### src/rtl/spi_irq_pkg.sv
// Shared definitions for the serial port interrupt status unit.
// Assumes a 2-bit register select and a 4-bit condition vector.
package spi_irq_pkg;
    localparam int IRQ_W   = 4;
    localparam int IDX_OVR = 0;
    localparam int IDX_TMO = 1;
    localparam int IDX_RXH = 2;
    localparam int IDX_TXH = 3;
    localparam int DATA_W  = 32;

    typedef enum logic [1:0] {
        SEL_MASK = 2'd0,
        SEL_RAW  = 2'd1,
        SEL_MIS  = 2'd2,
        SEL_NONE = 2'd3
    } reg_sel_e;
endpackage

### src/rtl/spi_irq_timeout.sv
// Receive idle timeout: counts bit ticks while unread data waits in the
// receive FIFO and raises a sticky flag when the count first reaches
// TMO_BITS. Assumes at most one bit tick per clock.
module spi_irq_timeout #(
    parameter int DEPTH    = 8,
    parameter int TMO_BITS = 32,
    localparam int LVL_W   = $clog2(DEPTH + 1),
    localparam int TMO_W   = $clog2(TMO_BITS + 1)
) (
    input  logic             clk,
    input  logic             rst_n,
    input  logic [LVL_W-1:0] rx_level,
    input  logic             rx_pop,
    input  logic             rx_frame_done,
    input  logic             bit_tick,
    input  logic             clr,
    output logic             flag
);
    logic [TMO_W-1:0] cnt_q;
    logic             restart;
    logic             hit;

    // Decide whether the count restarts or completes this cycle.
    always_comb begin
        restart = rx_pop || rx_frame_done || (rx_level == '0);
        hit     = !restart && bit_tick && (cnt_q == TMO_W'(TMO_BITS - 1));
    end

    // Idle counter, saturating at TMO_BITS.
    always_ff @(posedge clk) begin
        if (!rst_n)
            cnt_q <= '0;
        else if (restart)
            cnt_q <= '0;
        else if (bit_tick && (cnt_q != TMO_W'(TMO_BITS)))
            cnt_q <= cnt_q + 1'b1;
    end

    // Sticky timeout flag; a set in the same cycle wins over a clear.
    always_ff @(posedge clk) begin
        if (!rst_n)
            flag <= 1'b0;
        else if (hit)
            flag <= 1'b1;
        else if (clr)
            flag <= 1'b0;
    end
endmodule

### src/rtl/spi_irq_events.sv
// Overrun detection and the two FIFO threshold levels.
// Assumes that rx_level reaches DEPTH only when the receive FIFO is full.
module spi_irq_events #(
    parameter int DEPTH  = 8,
    localparam int LVL_W = $clog2(DEPTH + 1),
    localparam int HALF  = DEPTH / 2
) (
    input  logic             clk,
    input  logic             rst_n,
    input  logic [LVL_W-1:0] rx_level,
    input  logic [LVL_W-1:0] tx_level,
    input  logic             rx_frame_done,
    input  logic             rx_pop,
    input  logic             clr,
    output logic             ovr_flag,
    output logic             rx_half,
    output logic             tx_half
);
    logic ovr_hit;

    // A frame lands on a full FIFO that is not being drained this cycle.
    always_comb ovr_hit = rx_frame_done && !rx_pop && (rx_level == LVL_W'(DEPTH));

    // Sticky overrun flag; a set in the same cycle wins over a clear.
    always_ff @(posedge clk) begin
        if (!rst_n)
            ovr_flag <= 1'b0;
        else if (ovr_hit)
            ovr_flag <= 1'b1;
        else if (clr)
            ovr_flag <= 1'b0;
    end

    // Level thresholds that follow the FIFO counts directly.
    always_comb begin
        rx_half = (rx_level >= LVL_W'(HALF));
        tx_half = (tx_level <= LVL_W'(HALF));
    end
endmodule

### src/rtl/spi_irq_regs.sv
// Mask register, read-back multiplexer and the combined interrupt line.
// Assumes single-cycle writes and a combinational read path.
module spi_irq_regs
    import spi_irq_pkg::*;
(
    input  logic              clk,
    input  logic              rst_n,
    input  logic [1:0]        reg_sel,
    input  logic              reg_we,
    input  logic [DATA_W-1:0] reg_wdata,
    input  logic [IRQ_W-1:0]  raw,
    output logic [IRQ_W-1:0]  mask,
    output logic [DATA_W-1:0] reg_rdata,
    output logic              irq
);
    logic [IRQ_W-1:0] masked;
    reg_sel_e         sel;

    // Mask register keeps only the implemented bits.
    always_ff @(posedge clk) begin
        if (!rst_n)
            mask <= '0;
        else if (reg_we && (reg_sel_e'(reg_sel) == SEL_MASK))
            mask <= reg_wdata[IRQ_W-1:0];
    end

    // Masked view, read multiplexer and combined interrupt.
    always_comb begin
        sel       = reg_sel_e'(reg_sel);
        masked    = raw & mask;
        reg_rdata = '0;
        unique case (sel)
            SEL_MASK: reg_rdata[IRQ_W-1:0] = mask;
            SEL_RAW:  reg_rdata[IRQ_W-1:0] = raw;
            SEL_MIS:  reg_rdata[IRQ_W-1:0] = masked;
            SEL_NONE: reg_rdata = '0;
        endcase
        irq = |masked;
    end
endmodule

### src/rtl/spi_irq_status.sv
// Top of the serial port interrupt status unit. It collects the four
// conditions into the raw status vector and hands that vector to the
// register block. Assumes the FIFO levels are synchronous to clk.
module spi_irq_status
    import spi_irq_pkg::*;
#(
    parameter int DEPTH    = 8,
    parameter int TMO_BITS = 32,
    localparam int LVL_W   = $clog2(DEPTH + 1)
) (
    input  logic              clk,
    input  logic              rst_n,
    input  logic [LVL_W-1:0]  rx_level,
    input  logic [LVL_W-1:0]  tx_level,
    input  logic              rx_frame_done,
    input  logic              rx_pop,
    input  logic              bit_tick,
    input  logic [1:0]        clr_w1c,
    input  logic [1:0]        reg_sel,
    input  logic              reg_we,
    input  logic [DATA_W-1:0] reg_wdata,
    output logic [DATA_W-1:0] reg_rdata,
    output logic              irq
);
    logic             ovr_flag, tmo_flag, rx_half, tx_half;
    logic [IRQ_W-1:0] raw_stat;
    logic [IRQ_W-1:0] mask_q;

    spi_irq_events #(.DEPTH(DEPTH)) u_events (
        .clk(clk), .rst_n(rst_n), .rx_level(rx_level), .tx_level(tx_level),
        .rx_frame_done(rx_frame_done), .rx_pop(rx_pop), .clr(clr_w1c[0]),
        .ovr_flag(ovr_flag), .rx_half(rx_half), .tx_half(tx_half)
    );

    spi_irq_timeout #(.DEPTH(DEPTH), .TMO_BITS(TMO_BITS)) u_tmo (
        .clk(clk), .rst_n(rst_n), .rx_level(rx_level), .rx_pop(rx_pop),
        .rx_frame_done(rx_frame_done), .bit_tick(bit_tick),
        .clr(clr_w1c[1]), .flag(tmo_flag)
    );

    // Assemble the raw status in its fixed bit order.
    always_comb begin
        raw_stat          = '0;
        raw_stat[IDX_OVR] = ovr_flag;
        raw_stat[IDX_TMO] = tmo_flag;
        raw_stat[IDX_RXH] = rx_half;
        raw_stat[IDX_TXH] = tx_half;
    end

    spi_irq_regs u_regs (
        .clk(clk), .rst_n(rst_n), .reg_sel(reg_sel), .reg_we(reg_we),
        .reg_wdata(reg_wdata), .raw(raw_stat), .mask(mask_q),
        .reg_rdata(reg_rdata), .irq(irq)
    );
endmodule

### config.mk
export PLATFORM = sky130hd
export DESIGN_NAME = spi_irq_status
export DESIGN_NICKNAME = d
export VERILOG_FILES = /design/src/rtl/spi_irq_pkg.sv /design/src/rtl/spi_irq_timeout.sv /design/src/rtl/spi_irq_events.sv /design/src/rtl/spi_irq_regs.sv /design/src/rtl/spi_irq_status.sv
export SDC_FILE = /design/constraint.sdc
export NUM_CORES = 1
export LEC_CHECK = 0
export CAP_MARGIN = 10
export CORE_MARGIN = 3
export CORE_UTILIZATION = 33
export CTS_CLUSTER_SIZE = 12
export DETAILED_ROUTE_END_ITERATION = 10
export GPL_TIMING_DRIVEN = 0
export HOLD_SLACK_MARGIN = 0.03
export PLACE_DENSITY_LB_ADDON = 0.3
export SKIP_CTS_REPAIR_TIMING = 1
export SYNTH_ARGS = -nofsm -noshare
export SYNTH_HDL_FRONTEND = slang
export SYNTH_HIERARCHICAL = 1
export SYNTH_SLANG_ARGS = --single-unit
### constraint.sdc
create_clock -name clk -period 3.1 [get_ports clk]
set_input_delay 0.62 -clock clk [delete_from_list [all_inputs] [get_ports clk]]
set_output_delay 0.62 -clock clk [all_outputs]
set_load 0.1 [all_outputs]
### Yosys cells after proc, flatten, opt, wreduce, memory -nomap -nowiden

Index checks and enable logic that the tools add are counted.
Widths: inputs -> output; s select.

| cells by class | value |
|---|---|
| add/sub/neg operators | 1 |
| multiply operators | 0 |
| div/mod/pow operators | 0 |
| magnitude comparators | 2 |
| eq/ne operators | 6 |
| shifts and indexed selects | 0 |
| mux-type cells | 5 |
| bitwise logic cells | 2 |
| reductions and logical operators | 16 |

Operators by type and width:

| cell | count |
|---|---|
| $pmux 4 s4 | 1 |
| $add 6x1->6 const B | 1 |
| $eq 6x5->1 const B | 1 |
| $logic_and 1x1->1 | 6 |
| $ne 6x6->1 const B | 1 |
| $and 4x4->4 | 1 |
| $eq 2x2->1 const B | 2 |
| $eq 4x4->1 const B | 1 |
| $ge 4x3->1 const B | 1 |
| $le 4x3->1 const B | 1 |
| $logic_not 4->1 | 1 |
| $mux 1 | 4 |
| $reduce_bool 2->1 | 2 |
| $reduce_or 4->1 | 1 |
| $eq 2x1->1 const B | 1 |
| $logic_not 1->1 | 2 |
| $logic_not 2->1 | 1 |
| $logic_or 1x1->1 | 2 |
| $reduce_or 2->1 | 1 |
| $not 1->1 | 1 |

| word-level totals | value |
|---|---|
| register bits after elaboration | 12 |
| bits in latches | 0 |
| memory bits (writable) | 0 |
| bits in read-only memories | 0 |
| output and inout bits | 33 |
| word-level logic and storage cells | 36 |
| memories | 0 |

### Longest topological paths before layout

| depth | value |
|---|---|
| word-level depth | 6 |
| mapped depth | 4 |
| mapped depth without buffers | 4 |

### Hierarchy

Netlist, hierarchy kept.

By module, submodules not included:

| module | instances | cells an instance | area an instance (um^2) | seq. area each (um^2) |
|---|---|---|---|---|
| spi_irq_regs | 1 | 60 | 480.5 | 80.1 |
| spi_irq_timeout | 1 | 44 | 375.4 | 140.1 |
| spi_irq_events | 1 | 8 | 76.3 | 20.0 |

### Least setup slack after synthesis

No wires, ideal clock.

| timing | value |
|---|---|
| kind | in2out |
| start point | input port tx_level[0] |
| end point | output port reg_rdata[3] |
| arrival | 1847 ps |
| data required time | 2480 ps |
| setup slack | 633 ps |
| stages | 4 |
| path through | o21a_1 -> nor2_1 -> nand2b_1 -> a32o_1 |

| on the way | value |
|---|---|
| word-level cells in the longest chain between the ends | 3 |

Ends and longest elaborated chain:

| element | line | text |
|---|---|---|
| from (decl) | spi_irq_status.sv:14 | `input logic [LVL_W-1:0] tx_level,` |
| $le 4x3->1 * | spi_irq_events.sv:37 | `tx_half = (tx_level <= LVL_W'(HALF));` |
| via tx_half | spi_irq_status.sv:25 | `logic ovr_flag, tmo_flag, rx_half, tx_half;` |
| $and 4x4->4 | spi_irq_regs.sv:30 | `masked = raw & mask;` |
| $pmux 4 s4 * | spi_irq_regs.sv:32 | `unique case (sel)` |
| to (decl) | spi_irq_status.sv:22 | `output logic [DATA_W-1:0] reg_rdata,` |

Mark *: on every way through the listed nets, which the timed path passes. The rest lies on a longest branch.

### Worst setup path after layout

| timing | value |
|---|---|
| start point | input port reg_sel[0] |
| end point | output port reg_rdata[2] |

| on the way | value |
|---|---|
| word-level cells in the longest chain between the ends | 2 |
| elaborated cells between the ends (all ways) | 5 |
| those cells by class | eq/ne (3); mux (1); reduce/logical (1) |

Ends and longest elaborated chain:

| element | line | text |
|---|---|---|
| from (decl) | spi_irq_status.sv:19 | `input logic [1:0] reg_sel,` |
| $eq 2x2->1, or another cell as far along | spi_irq_regs.sv:32 |  |
| $pmux 4 s4 * | spi_irq_regs.sv:32 |  |

Every way passes the cells marked *; elsewhere a longest branch is shown, timed or not.

==> key figures <==
Die
  – # rows: 18
  – CORE AREA: 2590 um^2
  – Die Width: 59.15 um
  – Die area: 3498 um^2
  – Initial Utilization: 35.99%
  – Chip Height: 59.15 um
  – # IOs: 83

STA
  – Worst-margin pin slew: 0.9661 ns
  – Max Clock Skew: 0.0003750 ns
  – Final min period: 3.036 ns
  – Fin Hold WS: 0.4816 ns
  – Final hold violations: 0
  – Slew Viols, Final: 0
  – FMAX: 0.3294 GHz
  – Final Setup Violations: 0
  – Slew HR: 35.49%
  – Final Worst Setup Slack: 0.06445 ns
  – Unrepaired setup endpoints after global routing: no
  – Final period util: 97.92%

Pwr
  – Lkg Pwr: 0.6682 nW
  – Worst VDD drop: 0.2843 mV
  – PD cells: 394.7 nW/um^2
  – Total power: 538.8 uW

Setup path
  – Buf+Inv Stages, Crit Path: 2
  – CP peak stage delay: 0.74 ns
  – Cells along the critical path: clkdlybuf4s50_1 > nor2b_1 > a32o_1 > dlymetal6s2s_1
  – CP max stage cell: dlymetal6s2s_1
  – Element type at the critical path start: input pin
  – Critical path type: input pin to primary output
  – Critical path peak fanout: 4
  – Critical Path RT: 2.48 ns
  – CP endpoint kind: primary output
  – Crit-path leading delay family: buffers and inverters
  – Flop-to-flop setup slack: 1.79 ns
  – Worst path arrival time: 2.42 ns

Route
  – Vias per cell: 4.286
  – Antenna-violating nets left: 0
  – DR iter-0 viols: 34
  – Via count: 853
  – Pre-antenna DRT Iters: 4
  – DR WL/cell: 10.02 um
  – Final WL: 1994 um
  – DRC errors left: 0

Hold path
  – Worst Hold Class: register to register

Clocking
  – CTS tree: yes
  – Worst skew pair latency: 0.27 ns
  – H-tree Lvls: 1
  – Clk buf depth: 2
  – Clock sinks: 12
  – CTS clock-pin slew for the worst setup and hold paths: 0.08 ns
  – CTS root buffer: clkbuf_4
  – Cts bufs inserted: 3

Synth
  – Largest area contributor in the netlist: dfxtp_1
  – Seq cells post-synth: 12
  – Library cells used by synthesis: 32
  – Mapped Area: 932.1 um^2
  – Avg Cell Area, Syn: 8.323 um^2
  – Asr flop ratio synth: 0%
  – Post-synth EDFFs: 0
  – Seq/Total Area, Yosys: 25.77%
  – Synth Instances: 112
  – Top cells by area, synth: dfxtp_1 26%, buf_4 23%, mux2i_1 6.4%, nand2_1 4.8%, a32o_1 4.3%
  – Top_reg_cell synth: dfxtp_1
  – Syn. warnings: 6
  – Yosys top cell area share: 25.77%

Global routing
  – Largest net degree at the start of global routing: 9
  – Total GRT Usage: 11.62%
  – Grt ovf: 0
  – First-pass GRT wire length: 3139 um
  – Initial antenna violation count: 0
  – Vias in the first global route: 773

Cells and area
  – Layout cells sized above 1: 22.49%
  – Nets: 222
  – Commonest cells after routing, fill and taps aside: 28 x buf_4, 28 x conb_1, 21 x clkdlybuf4s50_1
  – Fin area: 1365 um^2
  – Area growth, synth to finish: 46.44%
  – Diodes inserted: 0

Flow run
  – Max_cap viols: 0

Placed design
  – Gp weighted congestion: 0.6756
  – IO Port Bufs: 26
  – Setup WS pre-CTS: -0.3252 ns
  – Final HPWL DP: 1691 um
  – Post-DP Area: 1331 um^2

Outcome
  – Status: finished clean
[per-layer routing]
metal	vias to the layer above	track usage, %	wire [um]
met5	-	0	0
met4	0	2.913	0
met3	0	5.229	188
met2	36	19.40	1016
met1	371	13.49	790
li1	446	-	-
[cells by family (layout without fill, tap and decap cells)]
group	count (synthesis)	in the layout	synth area share (%)
other cells	1	28	0.4023
mux	6	6	6.443
buf+inv	35	65	25.50
fa+ha+maj	2	2	2.684
compound gates	14	14	12.62
xor+xnor	2	2	1.880
simple gates	40	40	24.70
flops	12	12	25.77
[Yosys cell counts (4+ instances only)]
| cell | count |
|---|---|
| nand2b_1 | 4 |
| dfxtp_1 | 12 |
| nand3_1 | 6 |
| nand2_1 | 12 |
| mux2i_1 | 6 |
| a32o_1 | 4 |
| inv_1 | 5 |
| nor2_1 | 4 |
| buf_4 | 28 |
[path summary, 6_finish.rpt]
| path | start | end | cells after the start |
|---|---|---|---|
| worst max-delay path | reg_sel[0] | reg_rdata[2] | 4 |
| worst min register to register | u_regs/mask[1]$_SDFFE_PN0P_ | u_regs/mask[1]$_SDFFE_PN0P_ | 2 |
| worst max register to register | u_tmo/cnt_q[0]$_SDFFE_PP0P_ | u_tmo/cnt_q[1]$_SDFFE_PP0P_ | 4 |
| worst min-delay path | u_regs/mask[1]$_SDFFE_PN0P_ | u_regs/mask[1]$_SDFFE_PN0P_ | 2 |
[area by class of cell]
| type | instances | area [um^2] |
|---|---|---|
| Buffer | 30 | 219.0 |
| Clock buffer | 4 | 36.28 |
| Inverter | 5 | 18.77 |
| Multi-Input combinational cell | 92 | 555.5 |
| Sequential cell | 12 | 240.2 |
| Fill cell | 257 | 1225 |
| Tap cell | 30 | 37.54 |
| Timing Repair Buffer | 26 | 257.7 |
[power by group]
| group | internal (mW) | total [mW] | switching, mW | leakage [nW] |
|---|---|---|---|---|
| Sequential | 0.156 | 0.158 | 0.00207 | 0.0970 |
| Combinational | 0.0614 | 0.252 | 0.190 | 0.550 |
| Clock | 0.0714 | 0.129 | 0.0571 | 0.0210 |
| Total | 0.289 | 0.539 | 0.250 | 0.668 |
[registers in the layout (all words and copies together) (netlist names)]
signal,cells
u_events/ovr_flag,1
u_regs/mask,4
u_tmo/cnt_q,6
u_tmo/flag,1
[worst register-to-register path: cells and delay by family (launching register included)]
| family | cells | cell delay (ns) |
|---|---|---|
| flip-flops | 1 | 0.42 |
| AO/OA/AOI/OAI | 1 | 0.32 |
| adder cells (fa/ha/maj) | 1 | 0.22 |
| multiplexers | 1 | 0.21 |
| buffers and inverters | 1 | 0.08 |
[stage by stage]
step                TNS [ns]  utilization (%)  std cells
finish                     0            52.71        199
global route               0            52.71        199
CTS                   -1.544            52.80        199
detailed placement    -1.497            51.40        195
global placement      -1.353            51.40        195
floorplan                  0                -        139
Note: power is estimated with default switching activity, not from simulation.
